**config.mk**
```make
export PLATFORM = sky130hd
export DESIGN_NAME = tgen_traffic_src
export DESIGN_NICKNAME = d
export VERILOG_FILES = /design/src/rtl/tgen_pkg.sv /design/src/rtl/tgen_lfsr.sv /design/src/rtl/tgen_dest.sv /design/src/rtl/tgen_pacer.sv /design/src/rtl/tgen_traffic_src.sv
export SDC_FILE = /design/constraint.sdc
export NUM_CORES = 1
export LEC_CHECK = 0
export BUFFER_PORTS_ARGS = -buffer_cell sky130_fd_sc_hd__clkbuf_2
export CORE_AREA = 2 2 51 89
export DETAILED_ROUTE_END_ITERATION = 6
export DIE_AREA = 0 0 53 91
export GPL_ROUTABILITY_DRIVEN = 0
export PLACE_DENSITY = 0.74
export RECOVER_POWER = 25
export SLEW_MARGIN = 10
export SYNTH_ARGS = -nofsm -noshare
export SYNTH_HDL_FRONTEND = slang
export SYNTH_SLANG_ARGS = --single-unit
```
**constraint.sdc**
```tcl
create_clock -name clk -period 2.2 [get_ports clk]
set_input_delay 0.44 -clock clk [delete_from_list [all_inputs] [get_ports clk]]
set_output_delay 0.44 -clock clk [all_outputs]
set_load 0.01 [all_outputs]
```
**src/rtl/tgen_pkg.sv**
```systemverilog
package tgen_pkg;

  typedef enum logic [2:0] {
    PAT_UNIFORM   = 3'd0,
    PAT_NEIGHBOUR = 3'd1,
    PAT_TORNADO   = 3'd2,
    PAT_TRANSPOSE = 3'd3,
    PAT_BITCOMP   = 3'd4,
    PAT_HOTSPOT   = 3'd5,
    PAT_IDLE6     = 3'd6,
    PAT_IDLE7     = 3'd7
  } tgen_pat_e;

  localparam int LFSR_W = 16;

  // Fibonacci shift register, taps 16,14,13,11 (maximal length)
  function automatic logic [LFSR_W-1:0] tgen_lfsr_step(input logic [LFSR_W-1:0] s);
    return {s[LFSR_W-2:0], s[15] ^ s[13] ^ s[12] ^ s[10]};
  endfunction

  // Pseudo-random gap table content, truncated by the user to its width
  function automatic int unsigned tgen_gap_word(input int unsigned idx);
    return 13 * idx * idx + 7 * idx + 5;
  endfunction

endpackage

```
**src/rtl/tgen_lfsr.sv**
```systemverilog
module tgen_lfsr #(
  parameter logic [15:0] SEED  = 16'hACE1,
  parameter int          OUT_W = 4
) (
  input  logic             clk,
  input  logic             rst_n,
  output logic [OUT_W-1:0] rnd
);
  logic [tgen_pkg::LFSR_W-1:0] state_q;

  always_ff @(posedge clk or negedge rst_n) begin
    if (!rst_n) state_q <= SEED;
    else        state_q <= tgen_pkg::tgen_lfsr_step(state_q);
  end

  assign rnd = state_q[OUT_W-1:0];
endmodule

```
**src/rtl/tgen_dest.sv**
```systemverilog
module tgen_dest #(
  parameter  int K_DIM = 4,
  localparam int CW    = (K_DIM > 1) ? $clog2(K_DIM) : 1,
  localparam int AW    = 2 * CW
) (
  input  logic [AW-1:0] self_addr,
  input  logic [AW-1:0] hot_addr,
  input  logic [2:0]    pattern,
  input  logic [AW-1:0] rnd,
  output logic [AW-1:0] cand,
  output logic          cand_ok
);
  import tgen_pkg::*;

  localparam int          TORN_OFS = K_DIM / 2 - 1;
  localparam logic [CW-1:0] MAX_C  = CW'(K_DIM - 1);

  function automatic logic [CW-1:0] tornado_x(input logic [CW-1:0] c);
    return CW'((int'(c) + TORN_OFS) % K_DIM);
  endfunction

  tgen_pat_e     pat;
  logic [CW-1:0] sx, sy, tx;

  assign pat = tgen_pat_e'(pattern);
  assign sx  = self_addr[AW-1:CW];
  assign sy  = self_addr[CW-1:0];
  assign tx  = tornado_x(sx);

  always_comb begin
    cand    = '0;
    cand_ok = 1'b0;
    unique case (pat)
      PAT_UNIFORM: begin
        cand    = rnd;
        cand_ok = (rnd != self_addr);
      end
      PAT_NEIGHBOUR: begin
        unique case (rnd[1:0])
          2'd0: begin cand = {sx + CW'(1), sy}; cand_ok = (sx != MAX_C); end
          2'd1: begin cand = {sx - CW'(1), sy}; cand_ok = (sx != '0);    end
          2'd2: begin cand = {sx, sy + CW'(1)}; cand_ok = (sy != MAX_C); end
          default: begin cand = {sx, sy - CW'(1)}; cand_ok = (sy != '0); end
        endcase
      end
      PAT_TORNADO: begin
        cand    = {tx, sy};
        cand_ok = (tx != sx);
      end
      PAT_TRANSPOSE: begin
        cand    = {sy, sx};
        cand_ok = (sx != sy);
      end
      PAT_BITCOMP: begin
        cand    = ~self_addr;
        cand_ok = 1'b1;
      end
      PAT_HOTSPOT: begin
        cand    = hot_addr;
        cand_ok = (hot_addr != self_addr);
      end
      PAT_IDLE6, PAT_IDLE7: begin
        cand    = '0;
        cand_ok = 1'b0;
      end
    endcase
  end
endmodule

```
**src/rtl/tgen_pacer.sv**
```systemverilog
module tgen_pacer #(
  parameter  int GAP_W     = 8,
  parameter  int ROM_DEPTH = 16,
  parameter  int AW        = 4,
  localparam int PW        = (ROM_DEPTH > 1) ? $clog2(ROM_DEPTH) : 1
) (
  input  logic             clk,
  input  logic             rst_n,
  input  logic             rand_gap,
  input  logic [GAP_W-1:0] fixed_gap,
  input  logic [AW-1:0]    cand,
  input  logic             cand_ok,
  input  logic             rdy,
  output logic             vld,
  output logic [AW-1:0]    dst,
  output logic             fire
);
  localparam logic [PW-1:0] LAST_IDX = PW'(ROM_DEPTH - 1);

  logic [GAP_W-1:0] gap_rom [ROM_DEPTH];

  for (genvar g = 0; g < ROM_DEPTH; g++) begin : g_rom
    assign gap_rom[g] = GAP_W'(tgen_pkg::tgen_gap_word(g));
  end

  logic [GAP_W-1:0] cnt_q;
  logic [PW-1:0]    ptr_q;
  logic             slot_free, due;
  logic [GAP_W-1:0] reload;

  assign due       = (cnt_q == '0);
  assign slot_free = !vld || rdy;
  assign fire      = due && slot_free && cand_ok;
  assign reload    = rand_gap ? gap_rom[ptr_q] : fixed_gap;

  always_ff @(posedge clk or negedge rst_n) begin
    if (!rst_n) begin
      cnt_q <= '0;
      ptr_q <= '0;
      vld   <= 1'b0;
      dst   <= '0;
    end else if (fire) begin
      cnt_q <= reload;
      vld   <= 1'b1;
      dst   <= cand;
      if (rand_gap) ptr_q <= (ptr_q == LAST_IDX) ? '0 : ptr_q + PW'(1);
    end else begin
      if (!due) cnt_q <= cnt_q - GAP_W'(1);
      if (rdy)  vld   <= 1'b0;
    end
  end
endmodule

```
**src/rtl/tgen_traffic_src.sv**
```systemverilog
module tgen_traffic_src #(
  parameter  int          K_DIM     = 4,
  parameter  int          GAP_W     = 8,
  parameter  int          ROM_DEPTH = 16,
  parameter  logic [15:0] LFSR_SEED = 16'hACE1,
  localparam int          CW        = (K_DIM > 1) ? $clog2(K_DIM) : 1,
  localparam int          AW        = 2 * CW
) (
  input  logic             clk,
  input  logic             rst_n,
  input  logic [AW-1:0]    cfg_self_addr,
  input  logic [2:0]       cfg_pattern,
  input  logic [AW-1:0]    cfg_hot_addr,
  input  logic             cfg_rand_gap,
  input  logic [GAP_W-1:0] cfg_fixed_gap,
  input  logic             snd_rdy,
  output logic             snd_vld,
  output logic [AW-1:0]    snd_dst
);
  logic [AW-1:0] rnd_bits;
  logic [AW-1:0] cand;
  logic          cand_ok;
  logic          fire_evt;

  tgen_lfsr #(.SEED(LFSR_SEED), .OUT_W(AW)) u_lfsr (
    .clk (clk),
    .rst_n (rst_n),
    .rnd (rnd_bits)
  );

  tgen_dest #(.K_DIM(K_DIM)) u_dest (
    .self_addr (cfg_self_addr),
    .hot_addr  (cfg_hot_addr),
    .pattern   (cfg_pattern),
    .rnd       (rnd_bits),
    .cand      (cand),
    .cand_ok   (cand_ok)
  );

  tgen_pacer #(.GAP_W(GAP_W), .ROM_DEPTH(ROM_DEPTH), .AW(AW)) u_pacer (
    .clk       (clk),
    .rst_n     (rst_n),
    .rand_gap  (cfg_rand_gap),
    .fixed_gap (cfg_fixed_gap),
    .cand      (cand),
    .cand_ok   (cand_ok),
    .rdy       (snd_rdy),
    .vld       (snd_vld),
    .dst       (snd_dst),
    .fire      (fire_evt)
  );
endmodule

```
==> impl_metrics.py <==
metrics = {
    "drt": {
        "final_antenna_net_count": 0,
        "drt-met1-wl_um": 1720,
        "wl_um": 4850,
        "vias": 1754,
        "topRoutingLayerUsed": "met4",
        "wl_per_cell_um": 15.6,
        "via_per_inst": 5.66,
        "route.detailed.drc": 0,
        "dr.pass1.iters": 6,
        "drt_iter0_markers": 41,
        "wl_met2_um": 2610,
        "wl_met3_um": 173,
    },
    "synthesis": {
        "synth_nets": 247,
        "ys_seq_area_frac": 0.399,
        "synth_area_per_cell_um2": 9.66,
        "synth_top_flop_cell": "dfrtp_1",
        "syn_area_um2": 2100,
        "yosys_warnings": 0,
        "synth_edf_count": 0,
        "ys_ff_latch": 33,
        "synthDistinctLibCells": 48,
        "synthArstFlopShare": 1.00,
        "syn_inst": 217,
    },
    "setup_path": {
        "path_class": "reg -> reg",
        "start_kind": "register",
        "endpoint_kind": "register",
        "r2r_cells": 8,
        "reg2reg_to": "u_pacer.dst[2]",
        "r2r-start": "u_pacer.cnt_q[0]",
        "crit_fanout": 6,
        "worstPathArrival_ns": 2.34,
        "reg2reg_slack_ns": 0.04,
        "required_ns": 2.38,
    },
    "layout": {
        "syn_to_final_growth_pct": 22.9,
        "diodes": 0,
        "stdcell_count": 310,
        "final_common_cell": "clkbuf_2",
        "fillers": 354,
        "drive_above_1_share": 0.356,
        "nNetsFinal": 290,
        "final_cell_mix": "clkbuf_2 (26), dfrtp_1 (25), buf_4 (24)",
    },
    "die": {
        "die_y_um": 91,
        "initial_core_util": 0.515,
        "io_pins": 28,
        "dieArea_um2": 4820,
        "die_w_um": 53,
        "fp.coreArea_um2": 4070,
        "std_cell_rows": 31,
    },
    "global_routing": {
        "antenna_found_initial": 0,
        "grt_pass1_wl_um": 8100,
        "grt_start_max_net_pins": 34,
        "grt_pass1_vias": 1749,
        "grt_usage": 0.231,
        "grt.overflow.total": 0,
    },
    "clock_network": {
        "clk_pin_slew_ns": 0.07,
        "htree_num_levels": 2,
        "cts_tree": "yes",
        "cts_sinks": 33,
        "cts_buffer_depth": 2,
        "cts_root_buffer": "clkbuf_8",
        "numCtsBuffers": 5,
        "clkLatencyLatePin_ns": 0.29,
    },
    "timing": {
        "finalSetupTns_ns": 0,
        "maxSlewHeadroom": -0.117,
        "max_slew.worst_pin.slew_ns": 1.67,
        "holdWs_ns": 0.357,
        "timing.final.crit_share": 0.982,
        "finalWorstSetupSlack_ns": 0.0396,
        "maxSlewViolCount": 34,
        "finalSetupViolations": 0,
        "min_period_ns": 2.16,
        "fmax_mhz": 463,
        "fin_skew_ns": 0.00468,
        "final_hold_viol_count": 0,
        "rsz0062_at_grt": "yes",
    },
    "hold_path": {
        "min_path_type": "reg -> reg",
        "hold-path-endpoint": "u_lfsr.state_q[5]",
        "min_from": "u_lfsr.state_q[4]",
        "whs_path_depth": 0,
    },
    "place": {
        "port_buffers": 27,
        "hpwl_um": 3780,
        "pre_cts_slack_ns": -0.132,
        "dp_cells": 298,
    },
    "power_and_ir_drop": {
        "irDropWorstVdd_mv": 0.426,
        "pwr_density_cell_nw_per_um2": 520,
        "p_leak_nw": 1.17,
        "total_power_mw": 1.34,
    },
    "job": {
        "cap_violations": 1,
    },
    "outcome": {
        "status": "complete, but fails checks",
        "violations": "capacitance limit, slew limit",
    },
}
[what timing repair did]
action / in CTS / in global routing
endpoints found under the setup margin: 4 / 16
setup buffers: 2 / 2
gates resized for setup: 1 / 9
hold buffers: 0 / 0
pin swaps: 1 / 4
[where the power goes]
part	total [mW]	switching [mW]	internal (mW)
clock network	0.574	0.235	0.339
registers	0.607	0	0.607
logic	0.158	0.0865	0.0711
[worst max path at each step]
stage | end | startpoint | slack (ns) | cells past startpoint
3_5_place_dp | u_pacer.ptr_q[1] | cfg_pattern[2] | -0.13 | 7
4_1_cts | u_pacer.ptr_q[2] | u_pacer.cnt_q[0] | 0.004 | 9
6_report | u_pacer.dst[2] | u_pacer.cnt_q[0] | 0.04 | 8
2_1_floorplan | u_pacer.dst[1] | u_pacer.cnt_q[0] | -0.09 | 9
5_1_grt | u_pacer.ptr_q[2] | u_pacer.cnt_q[0] | -0.09 | 9
3_3_place_gp | u_pacer.ptr_q[1] | cfg_pattern[2] | -0.08 | 7
[synthesized netlist by cell type (3+ instances only)]
cell      number  area (um^2)
mux2_2         6         67.6
xor2_1         6         52.6
inv_1         11         41.3
a22oi_1        4         30.0
nor2b_1        4         25.0
a31oi_1        3         18.8
o211ai_1       5         37.5
mux2i_1       11          110
nor3_1         4         20.0
o21ai_0       12         60.1
a21oi_1        9         45.0
nand2b_1       5         31.3
clkbuf_1      11         41.3
nand4_1        3         18.8
nand2_1       17         63.8
ha_1           7         87.6
buf_2          3         15.0
dfrtp_1       25          626
o22ai_1        8         50.1
dfstp_2        8          210
nor2_1         9         33.8
xnor2_1       11         96.3
[sequential cells by signal, indices dropped and copies added (netlist names)]
signal	flops
u_lfsr.state_q	16
u_pacer.cnt_q	8
u_pacer.dst	4
u_pacer.ptr_q	4
u_pacer.vld	1
[cell families after synthesis]
logic type | synth area share
fa+ha+maj | 0.0418
flops | 0.399
compound gates | 0.176
xor+xnor | 0.0710
mux | 0.0991
buf+inv | 0.0555
simple gates | 0.158
[per-layer routing]
metal  GRT usage  up-vias
met5           0        -
met4       0.175        0
met3      0.0362       26
met2       0.382       55
met1       0.249      816
li1            -      857
[per-stage QoR]
step | instance area, um^2 | utilization
after floorplan | 2120 | -
after global placement | 2400 | 0.589
after detailed placement | 2400 | 0.589
after CTS | 2530 | 0.621
after global routing | 2570 | 0.632
final | 2570 | 0.632
[layout make-up]
cell class                      count  area (um^2)  area share
Sequential cell                    33          836       0.325
Inverter                           11         41.3      0.0160
Timing Repair Buffer               53          337       0.131
Multi-Input combinational cell    156         1180       0.460
Clock inverter                      3         46.3      0.0180
Tap cell                           49         61.3      0.0238
Clock buffer                        5         68.8      0.0267
[worst max-delay path, cell delays in order, from the launching register on]
cell and delay (ns):
dfrtp_1 0.39, inv_2 0.08, ha_4 0.13, or3b_4 0.39, nor4b_4 0.29, nand4_2 0.18
nor2_4 0.18, nand2_4 0.11, mux2_4 0.31
Note: power is estimated with default switching activity, not from simulation.
